### src/rtl/ixc_pkg.sv
package ixc_pkg;
   typedef enum logic [1:0] {
      EXC_NONE    = 2'd0,
      EXC_ILLEGAL = 2'd1,
      EXC_EMUL    = 2'd2,
      EXC_PRIV    = 2'd3
   } exc_kind_e;

   localparam int OPW = 16;
   localparam int NLINE = 16;
endpackage

### src/rtl/ixc_line_decode.sv
module ixc_line_decode #(
   parameter logic [15:0] LEGAL_LINES  = 16'h7B7F,
   parameter logic [15:0] ILLEGAL_WORD = 16'h4AFC,
   parameter bit          EMUL_EN      = 1'b1
) (
   input  logic [15:0] opcode,
   output logic        line_illegal,
   output logic        line_emul,
   output logic        line_f
);
   localparam logic [3:0] EMUL_LINE = 4'hA;
   localparam logic [3:0] FP_LINE   = 4'hF;

   logic [3:0] line;
   logic       is_a;
   logic       map_bad;

   assign line   = opcode[15:12];
   assign is_a   = (line == EMUL_LINE);
   assign line_f = (line == FP_LINE);

   // The mask covers lines other than the emulation and floating-point ones
   assign map_bad = !is_a && !line_f && !LEGAL_LINES[line];

   generate
      if (EMUL_EN) begin : g_emul
         assign line_emul    = is_a;
         assign line_illegal = map_bad || (opcode == ILLEGAL_WORD);
      end else begin : g_no_emul
         assign line_emul    = 1'b0;
         assign line_illegal = map_bad || is_a || (opcode == ILLEGAL_WORD);
      end
   endgenerate
endmodule

### src/rtl/ixc_priv_check.sv
module ixc_priv_check #(
   parameter int          CTRL_LO_CNT  = 8,
   parameter logic [11:0] CTRL_HI_BASE = 12'h800,
   parameter int          CTRL_HI_CNT  = 8
) (
   input  logic [15:0] opcode,
   input  logic [15:0] ext_word,
   output logic        priv_hit,
   output logic        ctrl_bad
);
   localparam int NPAT = 10;
   localparam logic [15:0] PVAL [NPAT] = '{
      16'h007C, 16'h027C, 16'h0A7C, 16'h40C0, 16'h46C0,
      16'h4E60, 16'h4E70, 16'h4E72, 16'h4E73, 16'hF400 };
   localparam logic [15:0] PMSK [NPAT] = '{
      16'hFFFF, 16'hFFFF, 16'hFFFF, 16'hFFC0, 16'hFFC0,
      16'hFFF0, 16'hFFFF, 16'hFFFF, 16'hFFFF, 16'hFE00 };
   localparam logic [15:0] CTRL_VAL = 16'h4E7A;
   localparam logic [15:0] CTRL_MSK = 16'hFFFE;
   localparam logic [12:0] LO_END = 13'(CTRL_LO_CNT);
   localparam logic [12:0] HI_END = 13'(CTRL_HI_BASE) + 13'(CTRL_HI_CNT);

   generate
      if (CTRL_LO_CNT < 1 || CTRL_LO_CNT > 2048) begin : g_bad_lo
         $error("CTRL_LO_CNT out of range");
      end
      if (CTRL_HI_CNT < 1 || HI_END > 13'h1000) begin : g_bad_hi
         $error("control register high range exceeds field");
      end
   endgenerate

   logic [NPAT-1:0] hits;
   logic            is_ctrl;
   logic [12:0]     reg_sel;
   logic            reg_ok;

   generate
      for (genvar i = 0; i < NPAT; i++) begin : g_pat
         assign hits[i] = ((opcode & PMSK[i]) == PVAL[i]);
      end
   endgenerate

   assign is_ctrl  = ((opcode & CTRL_MSK) == CTRL_VAL);
   assign reg_sel  = {1'b0, ext_word[11:0]};
   assign reg_ok   = (reg_sel < LO_END) ||
                     ((reg_sel >= 13'(CTRL_HI_BASE)) && (reg_sel < HI_END));
   assign ctrl_bad = is_ctrl && !reg_ok;
   assign priv_hit = (|hits) || is_ctrl;
endmodule

### src/rtl/ixc_prio_reg.sv
module ixc_prio_reg
   import ixc_pkg::*;
#(
   parameter int          VW          = 8,
   parameter logic [VW-1:0] VEC_ILLEGAL = 8'd4,
   parameter logic [VW-1:0] VEC_EMUL    = 8'd10,
   parameter logic [VW-1:0] VEC_PRIV    = 8'd8,
   parameter bit          FP_EN       = 1'b1
) (
   input  logic          clk,
   input  logic          rst_n,
   input  logic          insn_valid,
   input  logic          bkpt_done,
   input  logic          supervisor,
   input  logic          line_illegal,
   input  logic          line_emul,
   input  logic          line_f,
   input  logic          priv_hit,
   input  logic          ctrl_bad,
   output logic          res_valid,
   output logic          exc_req,
   output logic [VW-1:0] exc_vector,
   output logic [1:0]    exc_kind,
   output logic          exec_en,
   output logic          fp_route
);
   exc_kind_e  kind_d;
   logic       fp_cand;
   logic       fp_d;
   logic       fp_bad;
   logic       exec_d;
   logic [VW-1:0] vec_d;

   assign fp_cand = line_f && !priv_hit;

   generate
      if (FP_EN) begin : g_fp
         assign fp_bad = 1'b0;
      end else begin : g_no_fp
         assign fp_bad = fp_cand;
      end
   endgenerate

   always_comb begin
      kind_d = EXC_NONE;
      fp_d   = 1'b0;
      exec_d = 1'b0;
      if (bkpt_done) begin
         kind_d = EXC_ILLEGAL;
      end else if (insn_valid) begin
         if (line_emul)                          kind_d = EXC_EMUL;
         else if (fp_cand && !fp_bad)            fp_d   = 1'b1;
         else if (line_illegal || ctrl_bad || fp_bad) kind_d = EXC_ILLEGAL;
         else if (priv_hit && !supervisor)       kind_d = EXC_PRIV;
         else                                    exec_d = 1'b1;
      end
   end

   always_comb begin
      unique case (kind_d)
         EXC_ILLEGAL: vec_d = VEC_ILLEGAL;
         EXC_EMUL:    vec_d = VEC_EMUL;
         EXC_PRIV:    vec_d = VEC_PRIV;
         default:     vec_d = '0;
      endcase
   end

   always_ff @(posedge clk) begin
      if (!rst_n) begin
         res_valid  <= 1'b0;
         exc_req    <= 1'b0;
         exc_vector <= '0;
         exc_kind   <= 2'd0;
         exec_en    <= 1'b0;
         fp_route   <= 1'b0;
      end else begin
         res_valid  <= insn_valid || bkpt_done;
         exc_req    <= (kind_d != EXC_NONE);
         exc_vector <= vec_d;
         exc_kind   <= kind_d;
         exec_en    <= exec_d;
         fp_route   <= fp_d;
      end
   end

   p_excl_r10: assert property (@(posedge clk) disable iff (!rst_n)
      $onehot0({exc_req, exec_en, fp_route}));
   p_vec_zero_r10: assert property (@(posedge clk) disable iff (!rst_n)
      !exc_req |-> (exc_vector == '0 && exc_kind == 2'd0));
   p_latency_r2: assert property (@(posedge clk) disable iff (!rst_n)
      (insn_valid || bkpt_done) |=> res_valid);
   p_idle_r2: assert property (@(posedge clk) disable iff (!rst_n)
      !(insn_valid || bkpt_done) |=> !(exc_req || exec_en || fp_route));
   p_bkpt_r7: assert property (@(posedge clk) disable iff (!rst_n)
      bkpt_done |=> (exc_req && exc_vector == VEC_ILLEGAL));
   p_user_priv_r8: assert property (@(posedge clk) disable iff (!rst_n)
      (insn_valid && priv_hit && !supervisor) |=> !exec_en);
endmodule

### src/rtl/insn_exc_classifier.sv
module insn_exc_classifier #(
   parameter int          VW           = 8,
   parameter logic [15:0] LEGAL_LINES  = 16'h7B7F,
   parameter logic [15:0] ILLEGAL_WORD = 16'h4AFC,
   parameter bit          EMUL_EN      = 1'b1,
   parameter bit          FP_EN        = 1'b1,
   parameter int          CTRL_LO_CNT  = 8,
   parameter logic [11:0] CTRL_HI_BASE = 12'h800,
   parameter int          CTRL_HI_CNT  = 8,
   parameter logic [VW-1:0] VEC_ILLEGAL = 8'd4,
   parameter logic [VW-1:0] VEC_EMUL    = 8'd10,
   parameter logic [VW-1:0] VEC_PRIV    = 8'd8
) (
   input  logic          clk,
   input  logic          rst_n,
   input  logic          insn_valid,
   input  logic [15:0]   opcode,
   input  logic [15:0]   ext_word,
   input  logic          supervisor,
   input  logic          bkpt_done,
   output logic          res_valid,
   output logic          exc_req,
   output logic [VW-1:0] exc_vector,
   output logic [1:0]    exc_kind,
   output logic          exec_en,
   output logic          fp_route
);
   generate
      if (VW < 4) begin : g_bad_vw
         $error("VW too narrow for vector numbers");
      end
      if (VEC_ILLEGAL == '0 || VEC_EMUL == '0 || VEC_PRIV == '0) begin : g_bad_vec
         $error("vector 0 is reserved for no exception");
      end
   endgenerate

   logic line_illegal, line_emul, line_f, priv_hit, ctrl_bad;

   ixc_line_decode #(
      .LEGAL_LINES (LEGAL_LINES),
      .ILLEGAL_WORD(ILLEGAL_WORD),
      .EMUL_EN     (EMUL_EN)
   ) line_i (
      .opcode      (opcode),
      .line_illegal(line_illegal),
      .line_emul   (line_emul),
      .line_f      (line_f)
   );

   ixc_priv_check #(
      .CTRL_LO_CNT (CTRL_LO_CNT),
      .CTRL_HI_BASE(CTRL_HI_BASE),
      .CTRL_HI_CNT (CTRL_HI_CNT)
   ) priv_i (
      .opcode  (opcode),
      .ext_word(ext_word),
      .priv_hit(priv_hit),
      .ctrl_bad(ctrl_bad)
   );

   ixc_prio_reg #(
      .VW         (VW),
      .VEC_ILLEGAL(VEC_ILLEGAL),
      .VEC_EMUL   (VEC_EMUL),
      .VEC_PRIV   (VEC_PRIV),
      .FP_EN      (FP_EN)
   ) prio_i (
      .clk         (clk),
      .rst_n       (rst_n),
      .insn_valid  (insn_valid),
      .bkpt_done   (bkpt_done),
      .supervisor  (supervisor),
      .line_illegal(line_illegal),
      .line_emul   (line_emul),
      .line_f      (line_f),
      .priv_hit    (priv_hit),
      .ctrl_bad    (ctrl_bad),
      .res_valid   (res_valid),
      .exc_req     (exc_req),
      .exc_vector  (exc_vector),
      .exc_kind    (exc_kind),
      .exec_en     (exec_en),
      .fp_route    (fp_route)
   );

   p_emul_r4: assert property (@(posedge clk) disable iff (!rst_n)
      (EMUL_EN && insn_valid && !bkpt_done && opcode[15:12] == 4'hA)
      |=> (exc_vector == VEC_EMUL && exc_kind == 2'd2));
   p_fp_r5: assert property (@(posedge clk) disable iff (!rst_n)
      fp_route |-> $past(opcode[15:12] == 4'hF));
endmodule

### config.mk
export PLATFORM = sky130hd
export DESIGN_NAME = insn_exc_classifier
export DESIGN_NICKNAME = d
export VERILOG_FILES = /design/src/rtl/ixc_pkg.sv /design/src/rtl/ixc_line_decode.sv /design/src/rtl/ixc_priv_check.sv /design/src/rtl/ixc_prio_reg.sv /design/src/rtl/insn_exc_classifier.sv
export SDC_FILE = /design/constraint.sdc
export NUM_CORES = 1
export LEC_CHECK = 0
export ABC_AREA = 1
export BUFFER_PORTS_ARGS = -buffer_cell sky130_fd_sc_hd__buf_4
export CORE_AREA = 2 2 51 53
export CTS_CLUSTER_DIAMETER = 30
export DETAILED_ROUTE_END_ITERATION = 16
export DIE_AREA = 0 0 53 55
export PLACE_DENSITY_LB_ADDON = 0.12
export SKIP_CTS_REPAIR_TIMING = 1
export SLEW_MARGIN = 20
export SYNTH_ARGS = -nofsm -noshare
export SYNTH_HDL_FRONTEND = slang
export SYNTH_SLANG_ARGS = --single-unit
### constraint.sdc
create_clock -name clk -period 1.2 [get_ports clk]
set_input_delay 0.06 -clock clk [delete_from_list [all_inputs] [get_ports clk]]
set_output_delay 0.06 -clock clk [all_outputs]
set_load 0.02 [all_outputs]
==> key figures, run 1 <==
Route
  • DRT antenna net count: 0
  • Iteration-0 DRC Markers: 8
  • DR DRC count: 0
  • Via count: between 700 and 800
  • Vias per cell: 4.23
  • Detailed Routing Iterations Pass 1: 4
  • Wirelength per Cell: about 8 um
  • Routed wire length: 1390 um

Final layout
  • N_diodes: 0
  • Final Util: 0.417
  • Fillers: 259
  • Share of layout cells above drive strength 1: 0.381
  • Area of the multi-input gates: 402 um^2
  • Fin nets: 185
  • Area grow syn2layout: 47.8%
  • Register area: 180 um^2

Synthesis
  • Avg Synthesized Cell Area: 6.24 um^2
  • Ys Warns: 0
  • Top FF cell, synth: dfxtp_1
  • Seq/Total Area, Yosys: 0.270
  • Synth area leader: dfxtp_1
  • Number of synthesized flops with an enable pin: 0
  • Synth top area cells: dfxtp_1, nand2_1, nor2_1
  • Post-synth top area share: 0.270
  • Gate Count Post-Synth: 107
  • Post-Syn Area: 668 um^2
  • Fraction of registers with async set/reset: 0
  • Synthesized flop and latch total: 9
  • Synth cell types: 20

Pwr
  • Lkg Pwr: 0.556 nW
  • Max VDD drop: 0.446 mV
  • P per Cell Area: 742 nW/um^2

STA
  • Hold Fails Final Rpt: 0
  • Setup violators final: 0
  • Setup TNS: 0 ns
  • Final Cycle Share: 0.759
  • Max-slew violation count: 0
  • Peak Freq: 1.10 GHz
  • Unrepaired setup endpoints after global routing: no
  • Setup WS post-layout: 0.289 ns
  • Post-layout min period: 0.911 ns

Critical path
  • Worst Path Arrival: around 1.1 ns
  • CP Buf/Inv Count: 2
  • Critical path's largest stage delay: 0.13 ns
  • Startpoint Class: input port
  • CP Capture Type: register
  • Critical path class: in2reg
  • CP Cell Sequence: buf_4, nor2_2, nand2_2, nor2_4, nand3_1, nand3_2, o21bai_2, inv_1, nand2_1, nand2_1, nand2_2, nor2_2
  • Worst EP required: 1.39 ns
  • Slowest CP cell: nor2_2
  • CP Max Fanout: 4
  • Crit-path leading delay family: simple AND/OR/NAND/NOR gates

Global routing
  • Global-route usage over all layers: 0.107
  • First-pass GRT wire length: approximately 2300 um
  • GRT overflow: 0
  • Vias in the first global route: between 600 and 700
  • Antenna violations before repair: 0
  • Largest net degree at the start of global routing: 6

Floorplan
  • Die Y: between 50 and 60 um
  • Initial core utilization: 0.283
  • # IOs: between 50 and 60
  • Rows: 18
  • Die W: 53 um
  • Die area: 2920 um^2
  • Core area: 2360 um^2

Clocking
  • CTS clk-pin slew, worst paths: 0.06 ns
  • Cts bufs inserted: 3
  • CTS max path bufs: 2
  • H-tree lvl count: 1
  • CTS tree: built
  • Clk root buf: clkbuf_4
  • Clk sinks: 9

Run status
  • Outcome: complete, no violations

Place
  • Port Buf Inserts: 37
  • Pre-CTS setup slack: 0.0189 ns
  • Post-DP HPWL: around 1200 um
  • Final RePlAce weighted congestion: 0.746

Job
  • Max_cap viols: 0

Hold path
  • Min-Delay Path Class: in2reg
[layout by cell type (no fill, tap or decap)]
cell type  count
buf_4         37
nand2_1       25
nor2_1        20
inv_1         15
dfxtp_1        9
nand3_1        7
nand2_2        5
conb_1         5
nor2_2         3
nor3_1         3
clkbuf_4       3
inv_2          2
nor2_4         2
nand4_1        2
nand3_2        2
nand4_4        1
nand3b_1       1
o21bai_2       1
a21oi_1        1
a31oi_1        1
nor3b_1        1
clkbuf_1       1
[layer usage]
layer | share of wire | GRT usage | up-vias
li1 | - | - | 399
met3 | 0.082 | 0.0269 | 2
met1 | 0.37 | 0.114 | 316
met5 | 0 | 0 | -
met2 | 0.53 | 0.198 | 31
met4 | 0.014 | 0.0513 | 0
[Yosys cell counts (2+ instances only)]
| cell | number |
|---|---|
| nand2_1 | 25 |
| nor2_1 | 20 |
| inv_1 | 15 |
| dfxtp_1 | 9 |
| nand3_1 | 7 |
| buf_4 | 5 |
| nand2_2 | 5 |
| nor2_2 | 3 |
| nor3_1 | 3 |
| inv_2 | 2 |
| nand3_2 | 2 |
| nand4_1 | 2 |
| nor2_4 | 2 |
[area by class of cell]
cell class,instances,share of cell area
inverter,17,0.0646
tap,30,0.0380
timing repair buffer,37,0.281
sequential,9,0.183
clock buffer,4,0.0266
multi-input combinational,80,0.407
[cell families (layout without fill, tap and decap cells)]
group	count (synthesis)	after routing	synth area share
simple gates	72	72	0.539
buf+inv	22	58	0.152
flops	9	9	0.270
compound gates	3	3	0.0337
other cells	1	5	0.00561
[where the power goes]
| part | internal, W | switching (W) |
|---|---|---|
| sequential | 0.000309 | 0.00000259 |
| clock | 0.000127 | 0.0000918 |
| combinational | 0.0000974 | 0.000104 |
[flip-flops by register name, indices dropped and copies added, names as in the netlist]
| register | count |
|---|---|
| prio_i.fp_route | 1 |
| prio_i.exc_req | 1 |
| prio_i.exc_vector | 3 |
| prio_i.exec_en | 1 |
| prio_i.res_valid | 1 |
| prio_i.exc_kind | 2 |
[final timing paths]
kind	start	endpoint	slack, ns	depth (start not counted)
max	opcode[13]	prio_i.exc_vector[1]$_SDFF_PN0_	0.29	12
min	rst_n	prio_i.exc_kind[0]$_SDFF_PN0_	0.02	3
[tightest hold or removal path, cell delays in order]
cell and delay [ns]:
buf_4 0.09, nand2_2 0.05, inv_1 0.04
[stage by stage]
stage	hold WS, ns	instances	total power (W)	instance area, um^2
6_report	0.0158	177	0.000732	987
5_1_grt	0.0113	177	0.000776	987
4_1_cts	0.0155	177	0.000740	987
3_5_place_dp	0.277	173	0.000521	961
3_3_place_gp	0.273	173	0.000517	961
2_1_floorplan	0.162	111	0.000418	683
Note: power is estimated with default switching activity, not from simulation.
==> inputs of run 2 (changes only) <==
clock period = 0.9 ns   (was 1.2 ns; I/O delays follow)
==> run 2 against run 1 <==
Compared with the run above: total power grew 40%; clock-buffer cell count is the same; final area grew 15%; sequential share of layout area shrank 2.4 points; core utilization grew 6.4 points; first-iteration DRC count shrank 50%; routed wire length grew 13%; setup slack lost 0.28 ns; sequential power grew 33%; global-route usage shrank 0.52 points.
==> key figures, run 2 (synthesis results as in run 1) <==
Run status
  • Outcome: complete, no violations

Final layout
  • Largest registers: prio_i.exc_vector (3), prio_i.exc_kind (2)
  • Commonest non-fill, non-tap cell in the layout: buf_4
  • Most frequent cells in the layout: buf_4, nand2_1, nor2_1
  • Fillers: 252
  • Max reg flops: 3
  • Share of layout cells above drive strength 1: 0.517
  • N_diodes: 0
  • Fin cells: roughly 180
  • Top reg by flops: prio_i.exc_vector
  • Area grow syn2layout: 70.4%
  • Fin nets: 189

Critical path
  • CP Cell Sequence: buf_4, nand2_2, inv_2, nand2_2, nand2_2, nand3_2, nand3_4, o21bai_4, nand2_2, nand2_2, nand2_2, nand2_2, nand2_2
  • Critical path class: in2reg
  • Slowest CP cell: o21bai_4
  • Worst Path Arrival: 1.04 ns
  • Worst setup startpoint: opcode[0]
  • Most Frequent Cell on Critical Path: nand2_2
  • Critical path's largest stage delay: 0.15 ns
  • CP Capture Type: register
  • CP Max Fanout: 3
  • Worst Setup EP: prio_i.exc_req$_SDFF_PN0_
  • Worst EP required: 1.04 ns
  • Startpoint Class: input port

Clocking
  • CTS clk-pin slew, worst paths: 0.06 ns
  • Clk root buf: clkbuf_4
  • H-tree lvl count: 1
  • Clk sinks: 9
  • CTS tree: built
  • Cts bufs inserted: 3
  • CTS max path bufs: 2

Pwr
  • Lkg Pwr: 0.599 nW
  • P per Cell Area: 901 nW/um^2
  • Tot Pwr: 0.00103 W
  • Net switching power of the design: ~0.00028 W
  • Sw Share: 0.277
  • Combinational Power Share: 0.309
  • Clk network pwr share: 0.286
  • Max VDD drop: between 0.5 and 0.6 mV
  • Sequential power share: 0.405
  • Int Pwr: 0.000742 W

Global routing
  • Vias in the first global route: 616
  • First-pass GRT wire length: 2190 um
  • Antenna violations before repair: 0
  • GRT overflow: 0
  • Global-route usage over all layers: 0.102
  • Largest net degree at the start of global routing: 6

Place
  • Final RePlAce weighted congestion: 0.729
  • Placed insts: approximately 180
  • Post-DP HPWL: 1330 um
  • Port Buf Inserts: 37

STA
  • Final Cycle Share: 0.993
  • Unrepaired setup endpoints after global routing: yes
  • Peak Freq: 1.12 GHz
  • Post-layout min period: between 0.8 and 0.9 ns
  • Max-slew violation count: 0
  • Hold Fails Final Rpt: 0
  • Setup violators final: 0
  • Hold slack: 0.00638 ns

Floorplan
  • Die Y: approximately 55 um
  • Core area: 2360 um^2
  • Die area: 2920 um^2
  • Initial core utilization: 0.283
  • # IOs: 51
  • Die W: between 50 and 60 um
  • Rows: 18

Route
  • Wirelength per Cell: 8.69 um
  • Via count: 752
  • Detailed Routing Iterations Pass 1: 3
  • Vias per cell: 4.15
  • DR DRC count: 0
  • Routed wire length: 1570 um
  • DRT antenna net count: 0
  • Iteration-0 DRC Markers: 4

Hold path
  • Min-Delay Path Class: in2reg

Job
  • Max_cap viols: 0
-- run 2: cell count changes in the layout (fill, tap and decap cells not counted), sizes merged --
cell  change
buf       +4
-- run 2: final cells by class --
class	count	area, um^2	area share
tap	30	37.5	0.0330
inverter	17	68.8	0.0604
clock buffer	4	26.3	0.0231
timing repair buffer	41	342	0.300
sequential	9	180	0.158
multi-input combinational	80	484	0.425
-- run 2: per-layer routing --
layer	part of all wire	global-route usage
met5	0	0
met4	0	0.0256
met3	0.067	0.0242
met2	0.54	0.192
met1	0.39	0.115
-- run 2: how the worst min path moves through the flow --
stage,start,endpoint,depth (start not counted)
after floorplan,rst_n,prio_i.exc_kind[0]$_SDFF_PN0_,2
after global placement,rst_n,prio_i.exc_kind[0]$_SDFF_PN0_,3
after detailed placement,rst_n,prio_i.exc_kind[0]$_SDFF_PN0_,3
after CTS,rst_n,prio_i.exc_kind[0]$_SDFF_PN0_,3
after global routing,rst_n,prio_i.exc_kind[0]$_SDFF_PN0_,3
final,rst_n,prio_i.exc_kind[0]$_SDFF_PN0_,3
-- run 2: power by group through the flow --
stage | logic, W | clock network, W | registers (W)
floorplan | 0.000118 | 0 | 0.000442
global placement | 0.000282 | 0 | 0.000424
detailed placement | 0.000287 | 0 | 0.000424
CTS | 0.000288 | 0.000307 | 0.000415
global route | 0.000347 | 0.000320 | 0.000416
finish | 0.000317 | 0.000293 | 0.000416
-- run 2: worst max-delay path, delay by kind of cell --
family | cells | cell delay (ns)
AO/OA/AOI/OAI | 1 | 0.15
buffers and inverters | 2 | 0.16
AND/OR/NAND/NOR | 10 | 0.69
-- run 2: per-stage QoR --
step           area, um^2   util  TNS, ns  setup slack (ns)
2_1_floorplan         698      -  -0.0415           -0.0186
3_3_place_gp         1010  0.425    -1.60            -0.269
3_5_place_dp         1010  0.425    -1.68            -0.293
4_1_cts              1030  0.437  -0.0245           -0.0245
5_1_grt              1140  0.481   -0.356           -0.0891
6_report             1140  0.481        0           0.00614
==> inputs of run 3 (changes only) <==
CTS_BUF_LIST = sky130_fd_sc_hd__clkbuf_8   (was default)
==> run 3 against run 2 <==
Compared with the run above: the run now ends with negative setup slack left; hold slack improved by 0.025 ns; routed wire length grew 0.70%; clock power is 49% higher; setup slack lost 0.029 ns; global-route usage grew 0.057 points; largest cell class unchanged.
==> key figures, run 3 (synthesis results as in run 1) <==
STA
  • Unrepaired setup endpoints after global routing: yes
  • Post-layout min period: 0.923 ns
  • Max-slew violation count: 0
  • Setup TNS: -0.0550 ns
  • Setup WS post-layout: -0.0225 ns
  • Setup violators final: 3
  • Hold slack: 0.0316 ns
  • Final Cycle Share: 1.03
  • Hold Fails Final Rpt: 0
  • Peak Freq: 1.08 GHz

Clocking
  • CTS tree: built
  • Cts bufs inserted: 3
  • Clk root buf: clkbuf_8
  • CTS max path bufs: 2
  • CTS clk-pin slew, worst paths: 0.04 ns
  • H-tree lvl count: 1
  • Clk sinks: 9

Pwr
  • Lkg Pwr: 0.613 nW
  • Sw Share: 0.259
  • Sequential power share: 0.355
  • Clk network pwr share: 0.372
  • Int Pwr: roughly 0.00087 W
  • Combinational Power Share: 0.272
  • Max VDD drop: 0.755 mV
  • Net switching power of the design: 0.000304 W
  • P per Cell Area: 1010 nW/um^2

Floorplan
  • # IOs: 51
  • Die area: around 2900 um^2
  • Core area: about 2400 um^2
  • Rows: 18
  • Die W: 53 um
  • Die Y: around 55 um
  • Initial core utilization: 0.283

Route
  • DRT antenna net count: 0
  • Detailed Routing Iterations Pass 1: 4
  • Vias per cell: a little over 4
  • Iteration-0 DRC Markers: 4
  • Via count: between 700 and 800
  • Wirelength per Cell: 8.75 um
  • Routed wire length: roughly 1600 um
  • DR DRC count: 0

Final layout
  • Fillers: ~250
  • Max reg flops: 3
  • Final Util: 0.493
  • Largest registers: prio_i.exc_vector (3), prio_i.exc_kind (2)
  • Share of layout cells above drive strength 1: 0.530
  • Fin nets: 189
  • N_diodes: 0
  • Commonest non-fill, non-tap cell in the layout: buf_4
  • Most frequent cells in the layout: buf_4, nand2_1, inv_1, nor2_1, nand2_2
  • Area grow syn2layout: 74.3%
  • Fin cells: 181
  • Top reg by flops: prio_i.exc_vector

Critical path
  • Slowest CP cell: o21bai_4
  • CP Max Fanout: 3
  • Critical path class: in2reg
  • Critical path's largest stage delay: about 0.15 ns
  • Startpoint Class: input port
  • Most Frequent Cell on Critical Path: nand2_2
  • Crit-path leading delay family: simple AND/OR/NAND/NOR gates
  • CP Cell Sequence: buf_4, nand2_2, inv_2, nand2_2, nand2_2, nand3_2, nand3_4, o21bai_4, nand2_2, nand2_2, nand2_2, nand2_2, nand2_2
  • CP Buf/Inv Count: 2
  • Worst Path Arrival: ~1.0 ns
  • CP Capture Type: register
  • Worst EP required: around 1 ns

Run status
  • Outcome: finished with violations
  • Failing checks: negative setup slack

Global routing
  • Antenna violations before repair: 0
  • First-pass GRT wire length: 2200 um
  • Largest net degree at the start of global routing: 6
  • GRT overflow: 0
  • Global-route usage over all layers: 0.102
  • Vias in the first global route: 614

Place
  • Pre-CTS setup slack: -0.293 ns
  • Port Buf Inserts: 37
  • Post-DP HPWL: 1330 um
  • Placed insts: between 150 and 200
  • Final RePlAce weighted congestion: 0.729

Hold path
  • Hold-critical path endpoint: prio_i.exc_kind[0]$_SDFF_PN0_
  • Hold path start: rst_n
  • Min-Delay Path Class: in2reg
  • Hold Crit Depth: 3

Job
  • Max_cap viols: 0
[run 3: layer usage]
layer | up-vias | part of all wire | global-route usage
li1 | 411 | - | -
met1 | 313 | 0.40 | 0.117
met2 | 27 | 0.54 | 0.192
met3 | 0 | 0.066 | 0.0242
met4 | 0 | 0 | 0.0256
met5 | - | 0 | 0
[run 3: worst max path at each step]
stage / start / to / slack (ns) / depth (start not counted)
finish: opcode[0] / prio_i.exc_req$_SDFF_PN0_ / -0.02 / 13
global route: opcode[15] / prio_i.exc_vector[1]$_SDFF_PN0_ / -0.12 / 12
CTS: opcode[14] / prio_i.exc_req$_SDFF_PN0_ / -0.06 / 13
detailed placement: opcode[14] / prio_i.exc_req$_SDFF_PN0_ / -0.29 / 13
global placement: opcode[14] / prio_i.exc_req$_SDFF_PN0_ / -0.27 / 13
floorplan: opcode[7] / prio_i.exc_req$_SDFF_PN0_ / -0.02 / 10
[run 3: power by group through the flow]
stage,registers (W),clock network [W],logic (W)
floorplan,0.000442,0,0.000118
global placement,0.000424,0,0.000282
global route,0.000418,0.000461,0.000350
finish,0.000417,0.000437,0.000319
detailed placement,0.000424,0,0.000287
CTS,0.000417,0.000448,0.000288
[run 3: cell type report]
type	count	area [um^2]	area share
tap	30	37.5	0.0322
clock buffer	3	41.3	0.0354
clock inverter	1	3.75	0.00322
inverter	17	68.8	0.0591
multi-input combinational	80	492	0.422
sequential	9	180	0.155
timing repair buffer	41	342	0.293
[run 3: metrics by stage]
step                      power (W)  area [um^2]
after floorplan            0.000561          698
after global placement     0.000706         1010
after detailed placement   0.000711         1010
after CTS                   0.00115         1050
after global routing        0.00123         1160
final                       0.00117         1160
